File: config.mk
export PLATFORM = sky130hd
export DESIGN_NAME = deadtime_gate_sequencer
export DESIGN_NICKNAME = d
export VERILOG_FILES = /design/src/rtl/dts_pkg.sv /design/src/rtl/dts_countdown.sv /design/src/rtl/dts_seq_fsm.sv /design/src/rtl/dts_startup_trip.sv /design/src/rtl/deadtime_gate_sequencer.sv
export SDC_FILE = /design/constraint.sdc
export NUM_CORES = 1
export LEC_CHECK = 0
export BUFFER_PORTS_ARGS = -buffer_cell sky130_fd_sc_hd__buf_2
export CAP_MARGIN = 20
export CORE_ASPECT_RATIO = 1.1
export CORE_UTILIZATION = 38
export CTS_BUF_LIST = sky130_fd_sc_hd__clkbuf_8
export DETAILED_ROUTE_END_ITERATION = 7
export PLACE_DENSITY = 0.65
export SYNTH_ARGS = -nofsm -noshare
export SYNTH_HDL_FRONTEND = slang
export SYNTH_SLANG_ARGS = --single-unit
File: constraint.sdc
create_clock -name clk -period 1.7 [get_ports clk]
set_input_delay 0.17 -clock clk [delete_from_list [all_inputs] [get_ports clk]]
set_output_delay 0.17 -clock clk [all_outputs]
set_load 0.03 [all_outputs]
File: src/rtl/dts_pkg.sv
package dts_pkg;

  typedef enum logic [2:0] {
    ST_IDLE,
    ST_LS_ON,
    ST_WAIT_LS,
    ST_DT_HS,
    ST_HS_ON,
    ST_WAIT_HS,
    ST_DT_LS
  } seq_state_t;

endpackage

File: src/rtl/dts_countdown.sv
module dts_countdown #(
  parameter int W = 4
) (
  input  logic         clk,
  input  logic         rst_n,
  input  logic         load,
  input  logic [W-1:0] load_val,
  output logic         last
);

  logic [W-1:0] cnt_q;

  always_ff @(posedge clk or negedge rst_n) begin
    if (!rst_n)              cnt_q <= '0;
    else if (load)           cnt_q <= load_val;
    else if (cnt_q != '0)    cnt_q <= cnt_q - W'(1);
  end

  assign last = (cnt_q == W'(1));

endmodule

File: src/rtl/dts_seq_fsm.sv
module dts_seq_fsm
  import dts_pkg::*;
#(
  parameter int DT_HS_CYC         = 3,
  parameter int DT_LS_CYC         = 2,
  parameter int SENSE_TIMEOUT_CYC = 6
) (
  input  logic       clk,
  input  logic       rst_n,
  input  logic       pwm,
  input  logic       hs_off,
  input  logic       ls_off,
  input  logic       hold_off,
  input  logic       hold_ls,
  output seq_state_t state,
  output logic       hs_start
);

  localparam int DT_MAX  = (DT_HS_CYC > DT_LS_CYC) ? DT_HS_CYC : DT_LS_CYC;
  localparam int ALL_MAX = (DT_MAX > SENSE_TIMEOUT_CYC) ? DT_MAX : SENSE_TIMEOUT_CYC;
  localparam int CW      = $clog2(ALL_MAX + 1);

  seq_state_t state_q, state_d;
  logic          ld;
  logic [CW-1:0] ld_val;
  logic          tick_last;

  dts_countdown #(.W(CW)) u_cnt (
    .clk      (clk),
    .rst_n    (rst_n),
    .load     (ld),
    .load_val (ld_val),
    .last     (tick_last)
  );

  always_comb begin
    state_d = state_q;
    ld      = 1'b0;
    ld_val  = CW'(SENSE_TIMEOUT_CYC);
    if (hold_off) begin
      state_d = ST_IDLE;
    end else if (hold_ls) begin
      state_d = ST_LS_ON;
    end else begin
      case (state_q)
        ST_IDLE: begin
          ld      = 1'b1;
          state_d = pwm ? ST_WAIT_LS : ST_WAIT_HS;
        end
        ST_LS_ON: begin
          if (pwm) begin
            ld      = 1'b1;
            state_d = ST_WAIT_LS;
          end
        end
        ST_WAIT_LS: begin
          if (!pwm) begin
            ld      = 1'b1;
            state_d = ST_WAIT_HS;
          end else if (ls_off || tick_last) begin
            ld      = 1'b1;
            ld_val  = CW'(DT_HS_CYC);
            state_d = ST_DT_HS;
          end
        end
        ST_DT_HS: begin
          if (!pwm) begin
            ld      = 1'b1;
            state_d = ST_WAIT_HS;
          end else if (tick_last) begin
            state_d = ST_HS_ON;
          end
        end
        ST_HS_ON: begin
          if (!pwm) begin
            ld      = 1'b1;
            state_d = ST_WAIT_HS;
          end
        end
        ST_WAIT_HS: begin
          if (pwm) begin
            ld      = 1'b1;
            state_d = ST_WAIT_LS;
          end else if (hs_off || tick_last) begin
            ld      = 1'b1;
            ld_val  = CW'(DT_LS_CYC);
            state_d = ST_DT_LS;
          end
        end
        ST_DT_LS: begin
          if (pwm) begin
            ld      = 1'b1;
            state_d = ST_WAIT_LS;
          end else if (tick_last) begin
            state_d = ST_LS_ON;
          end
        end
        default: state_d = ST_IDLE;
      endcase
    end
  end

  always_ff @(posedge clk or negedge rst_n) begin
    if (!rst_n) state_q <= ST_IDLE;
    else        state_q <= state_d;
  end

  assign state    = state_q;
  assign hs_start = (state_d == ST_HS_ON) && (state_q != ST_HS_ON);

endmodule

File: src/rtl/dts_startup_trip.sv
module dts_startup_trip (
  input  logic clk,
  input  logic rst_n,
  input  logic arm,
  input  logic supply_ok,
  input  logic sw_high,
  input  logic seq_hs_start,
  output logic tripped
);

  logic supply_ok_q;
  logic window_q;
  logic trip_q;
  logic clear;

  // release on a downward crossing of the supply level, or on loss of arming
  assign clear = !arm || (supply_ok_q && !supply_ok);

  always_ff @(posedge clk or negedge rst_n) begin
    if (!rst_n) begin
      supply_ok_q <= 1'b0;
      window_q    <= 1'b1;
      trip_q      <= 1'b0;
    end else begin
      supply_ok_q <= supply_ok;
      if (!arm)              window_q <= 1'b1;
      else if (seq_hs_start) window_q <= 1'b0;
      if (clear)                              trip_q <= 1'b0;
      else if (arm && window_q && sw_high)    trip_q <= 1'b1;
    end
  end

  assign tripped = trip_q;

endmodule

File: src/rtl/deadtime_gate_sequencer.sv
module deadtime_gate_sequencer
  import dts_pkg::*;
#(
  parameter int DT_HS_CYC         = 3,
  parameter int DT_LS_CYC         = 2,
  parameter int SENSE_TIMEOUT_CYC = 6
) (
  input  logic clk,
  input  logic rst_n,
  input  logic pwm_req,
  input  logic hs_off_sense,
  input  logic ls_off_sense,
  input  logic force_off,
  input  logic force_ls,
  input  logic drv_arm,
  input  logic drv_uvlo_ok,
  input  logic sw_high,
  output logic hs_en,
  output logic ls_en
);

  seq_state_t seq_state;
  logic       hs_start;
  logic       trip_q;
  logic       ovr_ls;

  assign ovr_ls = force_ls || trip_q;

  dts_seq_fsm #(
    .DT_HS_CYC         (DT_HS_CYC),
    .DT_LS_CYC         (DT_LS_CYC),
    .SENSE_TIMEOUT_CYC (SENSE_TIMEOUT_CYC)
  ) u_fsm (
    .clk      (clk),
    .rst_n    (rst_n),
    .pwm      (pwm_req),
    .hs_off   (hs_off_sense),
    .ls_off   (ls_off_sense),
    .hold_off (force_off),
    .hold_ls  (ovr_ls),
    .state    (seq_state),
    .hs_start (hs_start)
  );

  dts_startup_trip u_trip (
    .clk          (clk),
    .rst_n        (rst_n),
    .arm          (drv_arm),
    .supply_ok    (drv_uvlo_ok),
    .sw_high      (sw_high),
    .seq_hs_start (hs_start),
    .tripped      (trip_q)
  );

  // priority: blank both, then low-side override, then sequencer state
  assign hs_en = !force_off && !ovr_ls && (seq_state == ST_HS_ON);
  assign ls_en = !force_off && (ovr_ls || (seq_state == ST_LS_ON));

endmodule

# --- Word-level counts from Yosys, hierarchy flattened ---
# Index checks and enable logic that the tools add are counted.
op_classes:
  add_sub_neg: 1
  n_mul: 0
  n_div: 0
  order_cmp: 0
  eq_ne: 10
  n_shift: 0
  mux: 36
  bitwise_logic: 0
  reduce_logical: 22
ops:
  columns: ["cell", "count"]
  rows:
  - ["$mux 3", 21]
  - ["$pmux 3 s7", 1]
  - ["$eq 3x3->1 const B", 4]
  - ["$mux 1", 12]
  - ["$logic_and 1x1->1", 7]
  - ["$eq 3x1->1 const B", 2]
  - ["$eq 3x2->1 const B", 2]
  - ["$pmux 3 s2", 1]
  - ["$logic_or 1x1->1", 5]
  - ["$pmux 1 s5", 1]
  - ["$logic_not 1->1", 4]
  - ["$reduce_bool 2->1", 2]
  - ["$reduce_or 2->1", 2]
  - ["$logic_not 3->1", 1]
  - ["$ne 3x3->1 const B", 1]
  - ["$reduce_bool 3->1", 1]
  - ["$sub 3x1->3 const B", 1]
  - ["$ne 2x1->1 const B", 1]
word_totals:
  register_bits: 9
  latch_bits: 0
  ramBits: 0
  mem_bits_ro: 0
  inputBits: 10
  out_inout_bits: 2
  n_memories: 0

# --- Longest topological paths before layout ---
depth:
  word_depth: 11
  mapped_depth: 7
  ltp_nobuf: 7

# --- By module ---
# From an unflattened synthesis, not the netlist that was laid out.
unflattened:
  hier_cells: 92
  hier_area_um2: 785.8
by_module_without_submodules:
  columns: ["mod", "n_inst", "cells_per_inst", "area_each_um2", "seq_area_each_um2"]
  rows:
  - ["dts_seq_fsm", 1, 56, 424.2, 75.1]
  - ["dts_countdown", 1, 22, 219.0, 75.1]
  - ["dts_startup_trip", 1, 8, 108.9, 76.3]
  - ["deadtime_gate_sequencer", 1, 6, 33.8, 0.0]

# --- Worst setup path before layout ---
# Ideal clock, no wire load.
synth_timing:
  path_kind: "reg2out"
  from: "reg u_fsm.state_q[2], in the netlist u_fsm.state[2]"
  to: "out ls_en"
  t_arrival_ps: 1519
  t_required_ps: 1530
  path_slack_ps: 11
  path_stages_with_launch: 4
  path_cell_list: "dfrtp_1 > clkbuf_8 > or3b_2 > a21oi_1"
synth_via:
  elab_chain_len: 3
synth_lines:
  columns: ["element", "line_no", "source"]
  rows:
  - ["start: declaration", "dts_seq_fsm.sv:23", "seq_state_t state_q, state_d;"]
  - ["start signal: assignment", "dts_seq_fsm.sv:105", "else state_q <= state_d;"]
  - ["$eq 3x1->1", "deadtime_gate_sequencer.sv:57", "assign ls_en = !force_off && (ovr_ls || (seq_state == ST_LS_ON));"]
  - ["$logic_or 1x1->1", "deadtime_gate_sequencer.sv:57", null]
  - ["$logic_and 1x1->1", "deadtime_gate_sequencer.sv:57", null]
  - ["end: declaration", "deadtime_gate_sequencer.sv:19", "output logic ls_en"]
# No other way between the ends.

# --- Worst setup path in the final report ---
# Ends and elaborated chain as after synthesis.

==> results.json <==
{
  "startpoint": "u_fsm.state[2]$_DFF_PN0_",
  "gp_congestion": 0.743,
  "slew_headroom_pct": 74.9,
  "drc": 1,
  "cp_max_fo": 7,
  "finalClockSkew_ns": 0.00130,
  "yosysWarnings": 0,
  "syn_to_final_growth_pct": 26.3,
  "wl_mm": 1.70,
  "clockBufferDepth": 2,
  "die_area_mm2": 0.00205,
  "port_buffers": 11,
  "switching_share_pct": 34.3,
  "regArea_um2": 229,
  "design.final.nets": 117,
  "fmax_ghz": 0.614,
  "crit_type": "flop to output pin",
  "drive_gt1_share_pct": 36.9,
  "power.density_mw_per_mm2": 1030,
  "ys_ff_latch": 9,
  "multi_input_area_um2": 457,
  "htreeDepth": 1,
  "setup_ws_ns": 0.0719,
  "final_area_um2": 901,
  "total_power_uw": 930,
  "clock-root-buffer": "clkbuf_8",
  "p_clk_share_pct": 25.0,
  "p_leak_uw": 0.000401,
  "post-route-util_pct": 51.1,
  "grt_max_degree": 16,
  "worstSkewPairLatency_ns": 0.23,
  "ios": 12,
  "nFillCells": 158,
  "fin_crit_ns": 1.63,
  "synth_cells": 82,
  "seqPwrFrac_pct": 33.9,
  "cp-endpoint": "ls_en",
  "grt.overflow.total": 0,
  "p_comb_share_pct": 41.1,
  "clk_pin_slew_worst_paths_ns": 0.04,
  "cts.sinks": 9,
  "worstPathRequired_ns": 1.53,
  "track_usage_pct": 14.7,
  "drtIter0Drc": 31,
  "setup_viol_count_final": 0,
  "outcome": "finished, violations left",
  "antenna_cells": 0,
  "r2r-end": "u_trip.window_q$_DFFE_PN1P_",
  "hold_viol": 0,
  "synth.distinct_cells": 40,
  "netlist.area_leader.share_pct": 28.1,
  "cap_violations": 0,
  "numCtsBuffers": 3,
  "switchingPower_uw": 319,
  "core_area_mm2": 0.00176,
  "layout_common_cells": "buf_2 (10), buf_4 (9), nor2_1 (8), o21ai_0 (6), dfrtp_1 (6)",
  "place_ws_ns": -0.00959,
  "cts_tree": "built",
  "wl_per_cell_um": 14.1,
  "die_width_um": 43.3,
  "synth_top_area_cell": "dfrtp_1",
  "die_h_um": 47.4,
  "placed_area_um2": 773,
  "core.rowCount": 16,
  "final_max_slew_viol_count": 0,
  "power.internal_uw": 611,
  "drt_first_pass_iters": 6,
  "vias_per_cell": 5.83,
  "r2r_start": "u_fsm.u_cnt.cnt_q[1]$_DFFE_PN0P_",
  "timing.final.crit_share_pct": 95.8,
  "initial_core_util_pct": 40.5,
  "hold_class": "input port to flop",
  "final_common_cell": "buf_2",
  "r2r_slack_ns": 0.08,
  "antenna_found_initial": 0,
  "dp_hpwl_mm": 1.13,
  "ir_drop_mv": 0.535,
  "end_kind": "output pin",
  "grt_pass1_wl_mm": 2.17,
  "startpoint_type": "flop",
  "failed_checks": "design-rule violations",
  "grt_pass1_vias": 525,
  "tightestPinTransition_ns": 0.376,
  "reg2reg_depth": 7,
  "vias": 705,
  "syn_area_um2": 713,
  "ant_nets": 0,
  "synth_fp_nets": 95,
  "synthTopCellsByArea": "dfrtp_1 (28%), ha_1 (5.3%), nand2b_1 (4.4%)",
  "yosysSeqAreaShare_pct": 31.8,
  "worstPathArrival_ns": 1.46,
  "avgSynthCellArea_um2": 8.70
}
[stage by stage]
step | TNS [ns] | hold slack (ns) | instances
6_report | 0 | 0.0619 | 121
3_3_place_gp | 0 | 0.0276 | 110
4_1_cts | 0 | 0.0576 | 115
5_1_grt | -0.0291 | 0.0500 | 121
3_5_place_dp | -0.0182 | 0.0304 | 110
2_1_floorplan | 0 | -0.126 | 82
[cell usage after synthesis]
| cell | instances |
|---|---|
| a211o_1 | 1 |
| a211oi_1 | 2 |
| a211oi_2 | 1 |
| a21oi_1 | 4 |
| a221oi_1 | 1 |
| a222oi_1 | 1 |
| a31oi_1 | 1 |
| a41oi_1 | 1 |
| and2_1 | 1 |
| and2b_2 | 1 |
| and3_1 | 1 |
| and3_2 | 1 |
| buf_2 | 1 |
| clkbuf_4 | 1 |
| clkbuf_8 | 2 |
| dfrtp_1 | 8 |
| dfstp_2 | 1 |
| ha_1 | 3 |
| inv_1 | 4 |
| mux2i_1 | 2 |
| nand2_1 | 5 |
| nand2b_1 | 5 |
| nand3_1 | 1 |
| nand3b_1 | 2 |
| nor2_1 | 8 |
| nor2_2 | 1 |
| nor2b_1 | 3 |
| nor2b_2 | 1 |
| nor3_1 | 1 |
| nor3b_1 | 1 |
| o2111ai_1 | 1 |
| o211ai_1 | 1 |
| o21ai_0 | 6 |
| o22ai_1 | 1 |
| o311ai_1 | 1 |
| o31ai_1 | 2 |
| or2_2 | 1 |
| or3_1 | 1 |
| or3_4 | 1 |
| or3b_2 | 1 |
[layer usage]
| layer | track usage, % | up-vias | share of wire, % |
|---|---|---|---|
| li1 | - | 343 | - |
| met1 | 17.9 | 324 | 40 |
| met2 | 23.3 | 32 | 51 |
| met3 | 3.02 | 6 | 5.7 |
| met4 | 10.9 | 0 | 2.5 |
| met5 | 0 | - | 0 |
[power groups by stage]
stage	Sequential (µW)	Clock, µW	Combinational (µW)
3_3_place_gp	313	0	329
2_1_floorplan	299	0	270
3_5_place_dp	316	0	339
6_report	315	233	382
5_1_grt	323	257	430
4_1_cts	319	242	351
[critical path, stage by stage (launching register included)]
cell and delay [ns]:
dfrtp_2 0.44, or3b_2 0.48, a21oi_2 0.14, buf_4 0.17
[worst min path at each step]
stage,end,cells after the start,startpoint
floorplan,u_fsm.state[0]$_DFF_PN0_,0,rst_n
global placement,u_trip.tripped$_DFFE_PN0P_,1,rst_n
detailed placement,u_fsm.state[2]$_DFF_PN0_,1,rst_n
CTS,u_trip.supply_ok_q$_DFF_PN0_,1,drv_uvlo_ok
global route,u_trip.supply_ok_q$_DFF_PN0_,1,drv_uvlo_ok
finish,u_trip.supply_ok_q$_DFF_PN0_,1,drv_uvlo_ok
[logic make-up after synthesis]
kind of cell,Yosys count,share of synthesized area [%]
and+or+nand+nor,36,29.1
buffers and inverters,8,7.72
DFF,9,31.8
AOI/OAI and AO/OA,24,23.3
adders and majority gates,3,5.26
muxes,2,2.81
[cell type report]
class	count	share of cell area, %
Tap cell	18	2.50
Inverter	4	1.67
Clock buffer	3	4.58
Clock inverter	1	0.417
Timing Repair Buffer	21	14.7
Sequential cell	9	25.4
Multi-Input combinational cell	65	50.7
[sequential cells by signal, summed over array words and instances (netlist names)]
signal              flops
u_trip.tripped          1
u_fsm.state             3
u_fsm.u_cnt.cnt_q       3
u_trip.window_q         1
u_trip.supply_ok_q      1
[timing repair]
item	CTS	global route
hold buffers	1	0
resized for setup	4	4
pin swaps	2	4
buffers inserted	0	6
setup endpoints to repair	3	3
hold endpoints to repair	8	0
Power figures use the tool's default switching activity.
